[src/rtl/smul_pkg.sv]
`timescale 1ns/1ps
package smul_pkg;

    typedef enum logic [1:0] {
        ACT_HOLD = 2'd0,
        ACT_ADD  = 2'd1,
        ACT_SUB  = 2'd2
    } act_e;

    typedef enum logic {
        MODE_UNS = 1'b0,
        MODE_SGN = 1'b1
    } mode_e;

    typedef struct packed {
        act_e act;
        logic ext_next;
    } step_ctl_t;

    // Booth pair: low multiplier bit and trailing history bit
    function automatic act_e booth_pick(logic q0, logic qm1);
        act_e r;
        case ({q0, qm1})
            2'b10:   r = ACT_SUB;
            2'b01:   r = ACT_ADD;
            default: r = ACT_HOLD;
        endcase
        return r;
    endfunction

    function automatic act_e shift_add_pick(logic q0);
        return q0 ? ACT_ADD : ACT_HOLD;
    endfunction

endpackage

[src/rtl/smul_decode.sv]
`timescale 1ns/1ps
module smul_decode
    import smul_pkg::*;
(
    input  mode_e     mode,
    input  logic      q0,
    input  logic      ext,
    output step_ctl_t ctl
);
    always_comb begin
        if (mode == MODE_SGN) begin
            ctl.act      = booth_pick(q0, ext);
            ctl.ext_next = q0;
        end else begin
            ctl.act      = shift_add_pick(q0);
            ctl.ext_next = 1'b0;   // carry flop is emptied by the shift
        end
    end
endmodule

[src/rtl/smul_addsub.sv]
`timescale 1ns/1ps
module smul_addsub #(
    parameter int W = 5
) (
    input  logic [W-1:0] a,
    input  logic [W-1:0] b,
    input  logic         en,
    input  logic         sub,
    output logic [W-1:0] sum
);
    logic [W-1:0] bx;
    logic [W-1:0] c;

    assign bx   = en ? (sub ? ~b : b) : '0;
    assign c[0] = en & sub;

    for (genvar i = 0; i < W; i++) begin : g_fa
        assign sum[i] = a[i] ^ bx[i] ^ c[i];
        if (i < W - 1) begin : g_cy
            assign c[i+1] = (a[i] & bx[i]) | (c[i] & (a[i] ^ bx[i]));
        end
    end
endmodule

[src/rtl/smul_step.sv]
`timescale 1ns/1ps
module smul_step
    import smul_pkg::*;
#(
    parameter int N = 4
) (
    input  mode_e        mode,
    input  logic [N-1:0] acc,
    input  logic [N-1:0] mq,
    input  logic         ext,
    input  logic [N-1:0] mcand,
    output logic [N-1:0] acc_n,
    output logic [N-1:0] mq_n,
    output logic         ext_n
);
    localparam int XW = N + 1;

    step_ctl_t     ctl;
    logic          sx;
    logic [XW-1:0] acc_x;
    logic [XW-1:0] mc_x;
    logic [XW-1:0] t;

    smul_decode u_dec (
        .mode (mode),
        .q0   (mq[0]),
        .ext  (ext),
        .ctl  (ctl)
    );

    // top bit is the carry in unsigned mode, the sign guard in signed mode
    assign sx    = (mode == MODE_SGN);
    assign acc_x = {sx & acc[N-1], acc};
    assign mc_x  = {sx & mcand[N-1], mcand};

    smul_addsub #(.W(XW)) u_add (
        .a   (acc_x),
        .b   (mc_x),
        .en  (ctl.act != ACT_HOLD),
        .sub (ctl.act == ACT_SUB),
        .sum (t)
    );

    assign acc_n = t[XW-1:1];
    assign mq_n  = {t[0], mq[N-1:1]};
    assign ext_n = ctl.ext_next;
endmodule

[src/rtl/smul_seq.sv]
`timescale 1ns/1ps
module smul_seq #(
    parameter int N = 4
) (
    input  logic clk,
    input  logic rst,
    input  logic start,
    output logic load,
    output logic step,
    output logic busy,
    output logic done
);
    localparam int CW = $clog2(N + 1);

    logic [CW-1:0] cnt;

    assign load = start & ~busy;
    assign step = busy;

    always_ff @(posedge clk) begin
        if (rst) begin
            cnt  <= '0;
            busy <= 1'b0;
            done <= 1'b0;
        end else begin
            done <= 1'b0;
            if (load) begin
                cnt  <= CW'(N);
                busy <= 1'b1;
            end else if (step) begin
                cnt <= cnt - 1'b1;
                if (cnt == CW'(1)) begin
                    busy <= 1'b0;
                    done <= 1'b1;
                end
            end
        end
    end
endmodule

[src/rtl/shiftbooth_mult.sv]
`timescale 1ns/1ps
module shiftbooth_mult
    import smul_pkg::*;
#(
    parameter int N = 4
) (
    input  logic           clk,
    input  logic           rst,
    input  logic           start_i,
    input  logic           signed_i,
    input  logic [N-1:0]   mcand_i,
    input  logic [N-1:0]   mplier_i,
    output logic           busy_o,
    output logic           done_o,
    output logic [2*N-1:0] product_o
);
    logic         load, step;
    mode_e        mode_q;
    logic [N-1:0] acc_q, mq_q, mc_q;
    logic         ext_q;
    logic [N-1:0] acc_n, mq_n;
    logic         ext_n;

    smul_seq #(.N(N)) u_seq (
        .clk   (clk),
        .rst   (rst),
        .start (start_i),
        .load  (load),
        .step  (step),
        .busy  (busy_o),
        .done  (done_o)
    );

    smul_step #(.N(N)) u_step (
        .mode  (mode_q),
        .acc   (acc_q),
        .mq    (mq_q),
        .ext   (ext_q),
        .mcand (mc_q),
        .acc_n (acc_n),
        .mq_n  (mq_n),
        .ext_n (ext_n)
    );

    always_ff @(posedge clk) begin
        if (rst) begin
            acc_q  <= '0;
            mq_q   <= '0;
            mc_q   <= '0;
            ext_q  <= 1'b0;
            mode_q <= MODE_UNS;
        end else if (load) begin
            acc_q  <= '0;
            mq_q   <= mplier_i;
            mc_q   <= mcand_i;
            ext_q  <= 1'b0;
            mode_q <= mode_e'(signed_i);
        end else if (step) begin
            acc_q <= acc_n;
            mq_q  <= mq_n;
            ext_q <= ext_n;
        end
    end

    assign product_o = {acc_q, mq_q};
endmodule

[config.mk]
export PLATFORM = sky130hd
export DESIGN_NAME = shiftbooth_mult
export DESIGN_NICKNAME = d
export VERILOG_FILES = /design/src/rtl/smul_pkg.sv /design/src/rtl/smul_decode.sv /design/src/rtl/smul_addsub.sv /design/src/rtl/smul_step.sv /design/src/rtl/smul_seq.sv /design/src/rtl/shiftbooth_mult.sv
export SDC_FILE = /design/constraint.sdc
export NUM_CORES = 1
export LEC_CHECK = 0
export BUFFER_PORTS_ARGS = -buffer_cell sky130_fd_sc_hd__buf_4
export CORE_MARGIN = 5
export CORE_UTILIZATION = 50
export CTS_CLUSTER_DIAMETER = 50
export CTS_CLUSTER_SIZE = 14
export DETAILED_ROUTE_END_ITERATION = 10
export GPL_ROUTABILITY_DRIVEN = 1
export PLACE_DENSITY = 0.76
export RECOVER_POWER = 50
export SLEW_MARGIN = 10
export SYNTH_ARGS = -nofsm -noshare
export SYNTH_HDL_FRONTEND = slang
export SYNTH_SLANG_ARGS = --single-unit
[constraint.sdc]
create_clock -name clk -period 4.44 [get_ports clk]
set_input_delay 0.222 -clock clk [delete_from_list [all_inputs] [get_ports clk]]
set_output_delay 0.222 -clock clk [all_outputs]
set_load 0.02 [all_outputs]
==> results of run 1 <==
flip-flops by register name, summed over array words and instances (netlist names):
register,flops
acc_q,4
ext_q,1
mc_q,4
mode_q,1
mq_q,4
u_seq.busy,1
u_seq.cnt,3
u_seq.done,1
power breakdown:
group,switching [mW],internal (mW)
registers,0.0169,0.180
clock network,0.0507,0.0350
logic,0.0289,0.0290
total,0.0964,0.244
worst max-delay path by stage:
| stage | startpoint | endpoint | slack, ns |
|---|---|---|---|
| 2_1_floorplan | mode_q$_SDFFE_PP0P_ | acc_q[3]$_SDFFE_PP0P_ | 1.30 |
| 3_3_place_gp | mode_q$_SDFFE_PP0P_ | acc_q[3]$_SDFFE_PP0P_ | 1.12 |
| 3_5_place_dp | mq_q[0]$_SDFFE_PP0P_ | acc_q[3]$_SDFFE_PP0P_ | 1.02 |
| 4_1_cts | mode_q$_SDFFE_PP0P_ | acc_q[3]$_SDFFE_PP0P_ | 0.98 |
| 5_1_grt | mode_q$_SDFFE_PP0P_ | acc_q[3]$_SDFFE_PP0P_ | 0.70 |
| 6_report | mode_q$_SDFFE_PP0P_ | acc_q[3]$_SDFFE_PP0P_ | 0.99 |
worst reg2reg max path, stage by stage, from the launching register on:
cell	delay (ns)
dfxtp_1	0.59
mux2_2	0.39
a22oi_1	0.17
fa_1	0.20
inv_1	0.05
fa_1	0.37
fa_1	0.40
fa_1	0.49
nand2b_1	0.22
a211oi_1	0.23
o311ai_1	0.11
a31oi_1	0.17
layout make-up:
class,count,share of cell area
sequential,19,0.308
clock buffer,4,0.0213
tap,28,0.0283
inverter,7,0.0213
timing repair buffer,21,0.100
multi-input combinational,92,0.521
stage by stage:
stage	util	hold WS, ns	cells
final	0.564	0.164	171
after detailed placement	0.568	0.469	167
after global placement	0.568	0.457	167
after CTS	0.580	0.154	171
after floorplan	-	0.369	130
after global routing	0.564	0.141	171
placed cells by master, fill, tap and decap left out, types with 3 or more instances in the layout:
cell type / n
o21ai_1: 3
dfxtp_1: 19
a21oi_1: 8
clkbuf_1: 10
nand2_1: 6
mux2i_1: 8
a31oi_1: 3
nand2b_1: 4
clkbuf_4: 3
nor2_1: 20
nor3_1: 3
buf_4: 12
nor3b_1: 5
a211oi_1: 4
inv_1: 6
fa_1: 4
nor2b_1: 4
routing by layer:
layer / vias up / global-route usage / routed length, um
li1: 475 / - / -
met4: 0 / 0.0497 / 27
met5: - / 0 / 0
met3: 4 / 0.0339 / 130
met1: 413 / 0.186 / 1010
met2: 25 / 0.223 / 982
kinds of logic after synthesis:
kind of cell,count (synthesis),share of synthesized area
and+or+nand+nor,47,0.214
adders and majority gates,6,0.0931
AOI/OAI and AO/OA,28,0.165
muxes,10,0.0909
DFF,19,0.337
buffers and inverters,19,0.0920
xor gates and xnor gates,1,0.00776
==> summary.txt, run 1 <==
Status
  – Outcome: finished clean

Logic synthesis
  – Yosys warns: 0
  – Largest area contributor in the netlist: dfxtp_1
  – Post-synthesis cell count: 130
  – Syn Std Cell Area: ~1100 um2
  – Mean Syn Cell Area: 8.68 um2
  – Count leader, synth: nor2_1
  – Share of flip-flops with an asynchronous set or reset: 0
  – Synth top cells by count: nor2_1, dfxtp_1, a21oi_1, mux2i_1
  – Post-synth EDFFs: 0
  – Distinct cells, synth: 36
  – Synth top area cells: dfxtp_1, fa_1, mux2i_1
  – Post-synth net total: approximately 150
  – Seq cells post-synth: 19
  – Sequential fraction of the synthesis area: 0.337
  – Synth Flop Type: dfxtp_1
  – Synth top area share: 0.337

Clock network
  – Clk buf depth: 2
  – Post-CTS Setup Bufs: 0
  – Clock latency on the worst-skew pair: between 0.2 and 0.3 ns
  – Depth of the CTS H-tree: 1
  – Clock root cell: clkbuf_4
  – Post-CTS Resized: 0
  – CTS tree: built
  – Sinks on Clock Net: 19
  – Clk slew on worst S/H paths: roughly 0.1 ns
  – CTS buffer count: 3
  – CTS Hold Bufs: 0

Power and ir drop
  – Total power: 0.340 mW
  – Peak VDD IR: around 0.17 mV
  – Cell leakage power: ~0.48 nW
  – P per Cell Area: roughly 280 nW/um2

Finish
  – Fin area: between 1000 and 1500 um2
  – Multi-input logic area: approximately 640 um2
  – Final nets: approximately 160
  – Share of cells above drive strength 1: 0.133
  – Fill cell count: between 200 and 250
  – Register area: 380 um2
  – # diodes: 0
  – Area delta synth->final: 9.53%

STA
  – Tightest Pin Transition: 0.853 ns
  – Max Freq: roughly 290 MHz
  – RSZ-0062 raised after global routing: no
  – Slew headroom: 0.431
  – Final setup viols: 0
  – Final hold viol count: 0
  – Skew final: approximately 0.0040 ns
  – Fin crit share: 0.778
  – Min Clock Period, post-route: approximately 3.5 ns
  – Fin Setup TNS: 0 ns
  – Max Slew Vio Count: 0
  – Final worst slack: 0.986 ns

Critical path
  – Most Frequent Cell on Critical Path: fa_1
  – Reg2Reg Launch Point: mode_q$_SDFFE_PP0P_
  – Worst setup path class: reg -> reg
  – R2r setup slk: about 0.99 ns
  – Biggest cell delay along the critical path: roughly 0.59 ns
  – CP required: between 4 and 5 ns
  – CP startpoint kind: register
  – Arrival @ worst endpoint: ~3.7 ns
  – Slowest CP cell: dfxtp_1
  – Critical-path maximum fanout: 13
  – WP depth: 11
  – CP cell instances: mux2_2 -> a22oi_1 -> fa_1 -> inv_1 -> fa_1 -> fa_1 -> fa_1 -> nand2b_1 -> a211oi_1 -> o311ai_1 -> a31oi_1
  – Delay-heaviest family, CP: adder cells
  – R2R cell count: 11
  – Worst path bufs/invs: 1
  – CP Capture Type: register
  – Worst R2R End: acc_q[3]$_SDFFE_PP0P_

Die
  – Chip height: around 58 um
  – Chip width: 57.5 um
  – Total die area: 3310 um2
  – Core area: 2190 um2
  – Initial core utilization: 0.515
  – Placement row count: 17
  – I/O pins: 22

Detailed routing
  – DRC viols: 0
  – Initial DRC Count: 35
  – 1st-pass router iterations: 4
  – Drt wl/cell: between 10 and 15 um
  – Final WL: about 2200 um
  – Antenna Nets Post-Route: 0
  – Via count: 917
  – Via/cell ratio: between 5 and 6

Min path
  – Hold path start: mcand_i[2]
  – WHS Endpoint: mc_q[2]$_SDFFE_PP0P_
  – Worst hold stages: 3
  – Worst Hold Class: in -> reg

Placement
  – Gpl congestion: approximately 0.74
  – Pre-CTS setup slack: just over 1 ns
  – Port Buf Inserts: 21
  – Placed cell areas: around 1200 um2
  – Post-DP HPWL: around 1500 um

Global routing
  – Congestion Overflow GR: 0
  – Vias in the first global route: a little over 800
  – Initial antenna violation count: 0
  – All-layer global routing usage: 0.141
  – First-pass GRT wire length: between 3000 and 4000 um
  – Largest net degree at the start of global routing: 30

Flow run
  – Max cap viols: 0
Note: power is estimated with default switching activity, not from simulation.
==> inputs of run 2 (changes only) <==
clock period = 3.55 ns   (was 4.44 ns; I/O delays follow)
==> run 2 against run 1 <==
First-iteration DRC count down 49%. Clock-buffer cell count unchanged. Final cell count up 1.2%. Combinational power up 35%. Fmax up 8.0%. Flip-flop and latch count unchanged. Sequential share of layout area down 0.36 points. Utilization up 0.86 points. Design area up 1.5%. Wire length up 2.1%. Register-to-register slack worse by 0.63 ns. Critical endpoint unchanged.
==> summary.txt, run 2 (synthesis gave the netlist of run 1 again) <==
STA
  – Fin crit share: 0.901 (+0.123)
  – Max Freq: 313 MHz (+8.0%)
  – Fin Setup TNS: 0 ns (unchanged)
  – Min Clock Period, post-route: 3.20 ns (-0.257 ns)
  – Max Slew Vio Count: 0 (unchanged)
  – Final setup viols: 0 (unchanged)
  – Skew final: 0.00115 ns (-0.00285 ns)
  – Slew headroom: 0.391 (-0.0393)
  – Final hold viol count: 0 (unchanged)
  – Tightest Pin Transition: 0.912 ns (+0.0589 ns)
  – RSZ-0062 raised after global routing: no
  – Final worst slack: 0.353 ns (-0.633 ns)

Clock network
  – CTS buffer count: 3 (unchanged)
  – CTS tree: built
  – Clock latency on the worst-skew pair: 0.29 ns (about the same)
  – Clk buf depth: 2 (unchanged)
  – Clock root cell: clkbuf_4
  – Clk slew on worst S/H paths: 0.10 ns (about the same)
  – Sinks on Clock Net: 19 (unchanged)
  – Depth of the CTS H-tree: 1 (unchanged)
  – Post-CTS Setup Bufs: 0 (unchanged)
  – CTS Hold Bufs: 0 (unchanged)

Power and ir drop
  – Sequential fraction of design power: 0.568 (-0.010)
  – Int Power: 0.307 mW (+26%)
  – P per Cell Area: 341 nW/um2 (+24%)
  – Clk pwr share: 0.249 (-0.003)
  – Gate power share: 0.183 (+0.013)
  – Sw Pwr: 0.121 mW (+25%)
  – Switching Share: 0.282 (-0.000792)
  – Cell leakage power: 0.487 nW (+1.8%)
  – Peak VDD IR: 0.222 mV (+27%)

Critical path
  – Critical-path maximum fanout: 9 (-4)
  – Arrival @ worst endpoint: 3.42 ns (-0.26 ns)
  – Delay-heaviest family, CP: adder cells
  – Worst setup path class: reg -> reg
  – Critical path origin: mode_q$_SDFFE_PP0P_
  – CP cell instances: buf_4 -> and3b_4 -> a22oi_1 -> fa_1 -> inv_1 -> fa_1 -> fa_1 -> fa_2 -> nand2b_1 -> a211oi_1 -> o311ai_1 -> a31oi_1
  – Slowest CP cell: fa_2
  – CP required: 3.78 ns (-0.89 ns)
  – CP Capture Type: register
  – Reg2Reg Launch Point: mode_q$_SDFFE_PP0P_
  – Worst path bufs/invs: 2 (+1)
  – CP startpoint kind: register
  – Biggest cell delay along the critical path: 0.41 ns (-0.18 ns)
  – Most Frequent Cell on Critical Path: fa_1

Detailed routing
  – Final WL: 2200 um (+2.1%)
  – Via/cell ratio: 5.55 (+3.5%)
  – Initial DRC Count: 18 (-49%)
  – DRC viols: 0 (unchanged)
  – Drt wl/cell: 12.7 um (+0.95%)
  – Antenna Nets Post-Route: 0 (unchanged)
  – Via count: 960 (+4.7%)
  – 1st-pass router iterations: 4 (unchanged)

Finish
  – Final nets: 164 (+1.2%)
  – Most common cell after layout, fill and taps aside: nor2_1
  – Layout Cells excl Fill: 173 (+1.2%)
  – Area delta synth->final: 11.2%
  – Share of cells above drive strength 1: 0.159 (+0.0258)
  – # diodes: 0 (unchanged)
  – Most frequent cells in the layout: nor2_1, dfxtp_1, buf_4
  – Fill cell count: 218 (+1.4%)
  – Largest regs: acc_q (4), mc_q (4), mq_q (4)
  – Register area: 382 um2 (+0.33%)
  – Multi-input logic area: 647 um2 (+0.39%)

Placement
  – Dpl cells: 169 (+1.2%)
  – Port Buf Inserts: 21 (unchanged)
  – Gpl congestion: 0.749 (+0.98%)
  – Post-DP HPWL: 1570 um (+3.6%)
  – Pre-CTS setup slack: 0.216 ns (-0.803 ns)

Die
  – Placement row count: 17 (unchanged)
  – I/O pins: 22 (unchanged)
  – Chip height: 57.5 um (unchanged)
  – Chip width: 57.5 um (unchanged)
  – Core area: 2190 um2 (unchanged)
  – Total die area: 3310 um2 (unchanged)
  – Initial core utilization: 0.515 (unchanged)

Global routing
  – All-layer global routing usage: 0.146 (+0.00484)
  – Largest net degree at the start of global routing: 30 (unchanged)
  – Vias in the first global route: 923 (+14%)
  – First-pass GRT wire length: 3930 um (+6.8%)
  – Initial antenna violation count: 0 (unchanged)
  – Congestion Overflow GR: 0 (unchanged)

Min path
  – Worst Hold Class: in -> reg
  – Hold path start: mcand_i[1]

Status
  – Outcome: finished clean

Flow run
  – Max cap viols: 0 (unchanged)
run 2: what timing repair did:
item | CTS | global route
gates resized for setup | 0 | 2
hold endpoints to repair | 0 | 0
endpoints found under the setup margin | 0 | 1
run 2: per-stage QoR:
stage / power [mW] / util / hold slack [ns] / cell area [um2]
floorplan: 0.306 / - / 0.325 / 1130
global placement: 0.326 / 0.575 / 0.411 / 1260
detailed placement: 0.329 / 0.575 / 0.423 / 1260
CTS: 0.435 / 0.587 / 0.112 / 1280
global route: 0.456 / 0.573 / 0.120 / 1250
finish: 0.428 / 0.573 / 0.115 / 1250
run 2: final timing paths:
path | endpoint | slack, ns | cells after the start
worst max-delay path | acc_q[3]$_SDFFE_PP0P_ | 0.35 | 12
worst min-delay path | mc_q[1]$_SDFFE_PP0P_ | 0.12 | 3
worst max register to register | acc_q[3]$_SDFFE_PP0P_ | 0.35 | 12
worst min register to register | mq_q[2]$_SDFFE_PP0P_ | 0.53 | 2
run 2: power groups by stage:
stage	Clock [mW]	Combinational (mW)	Sequential (mW)
after floorplan	0	0.0637	0.243
after global placement	0	0.0798	0.246
after detailed placement	0	0.0815	0.247
after CTS	0.111	0.0822	0.243
final	0.106	0.0783	0.243
after global routing	0.121	0.0889	0.246
run 2: area by class of cell:
| class | count | area share |
|---|---|---|
| tap | 28 | 0.0279 |
| sequential | 19 | 0.304 |
| multi-input combinational | 92 | 0.515 |
| timing repair buffer | 23 | 0.111 |
| inverter | 7 | 0.0209 |
| clock buffer | 4 | 0.0209 |
run 2: tightest hold or removal path, delay by kind of cell:
family	cells	cell delay [ns]
buffers and inverters	1	0.07
muxes	1	0.05
and+or+nand+nor	1	0.07
run 2: per-layer routing:
| metal | part of all wire | track usage |
|---|---|---|
| met4 | 0.0091 | 0.0430 |
| met5 | 0 | 0 |
| met3 | 0.069 | 0.0249 |
| met2 | 0.46 | 0.258 |
| met1 | 0.46 | 0.178 |
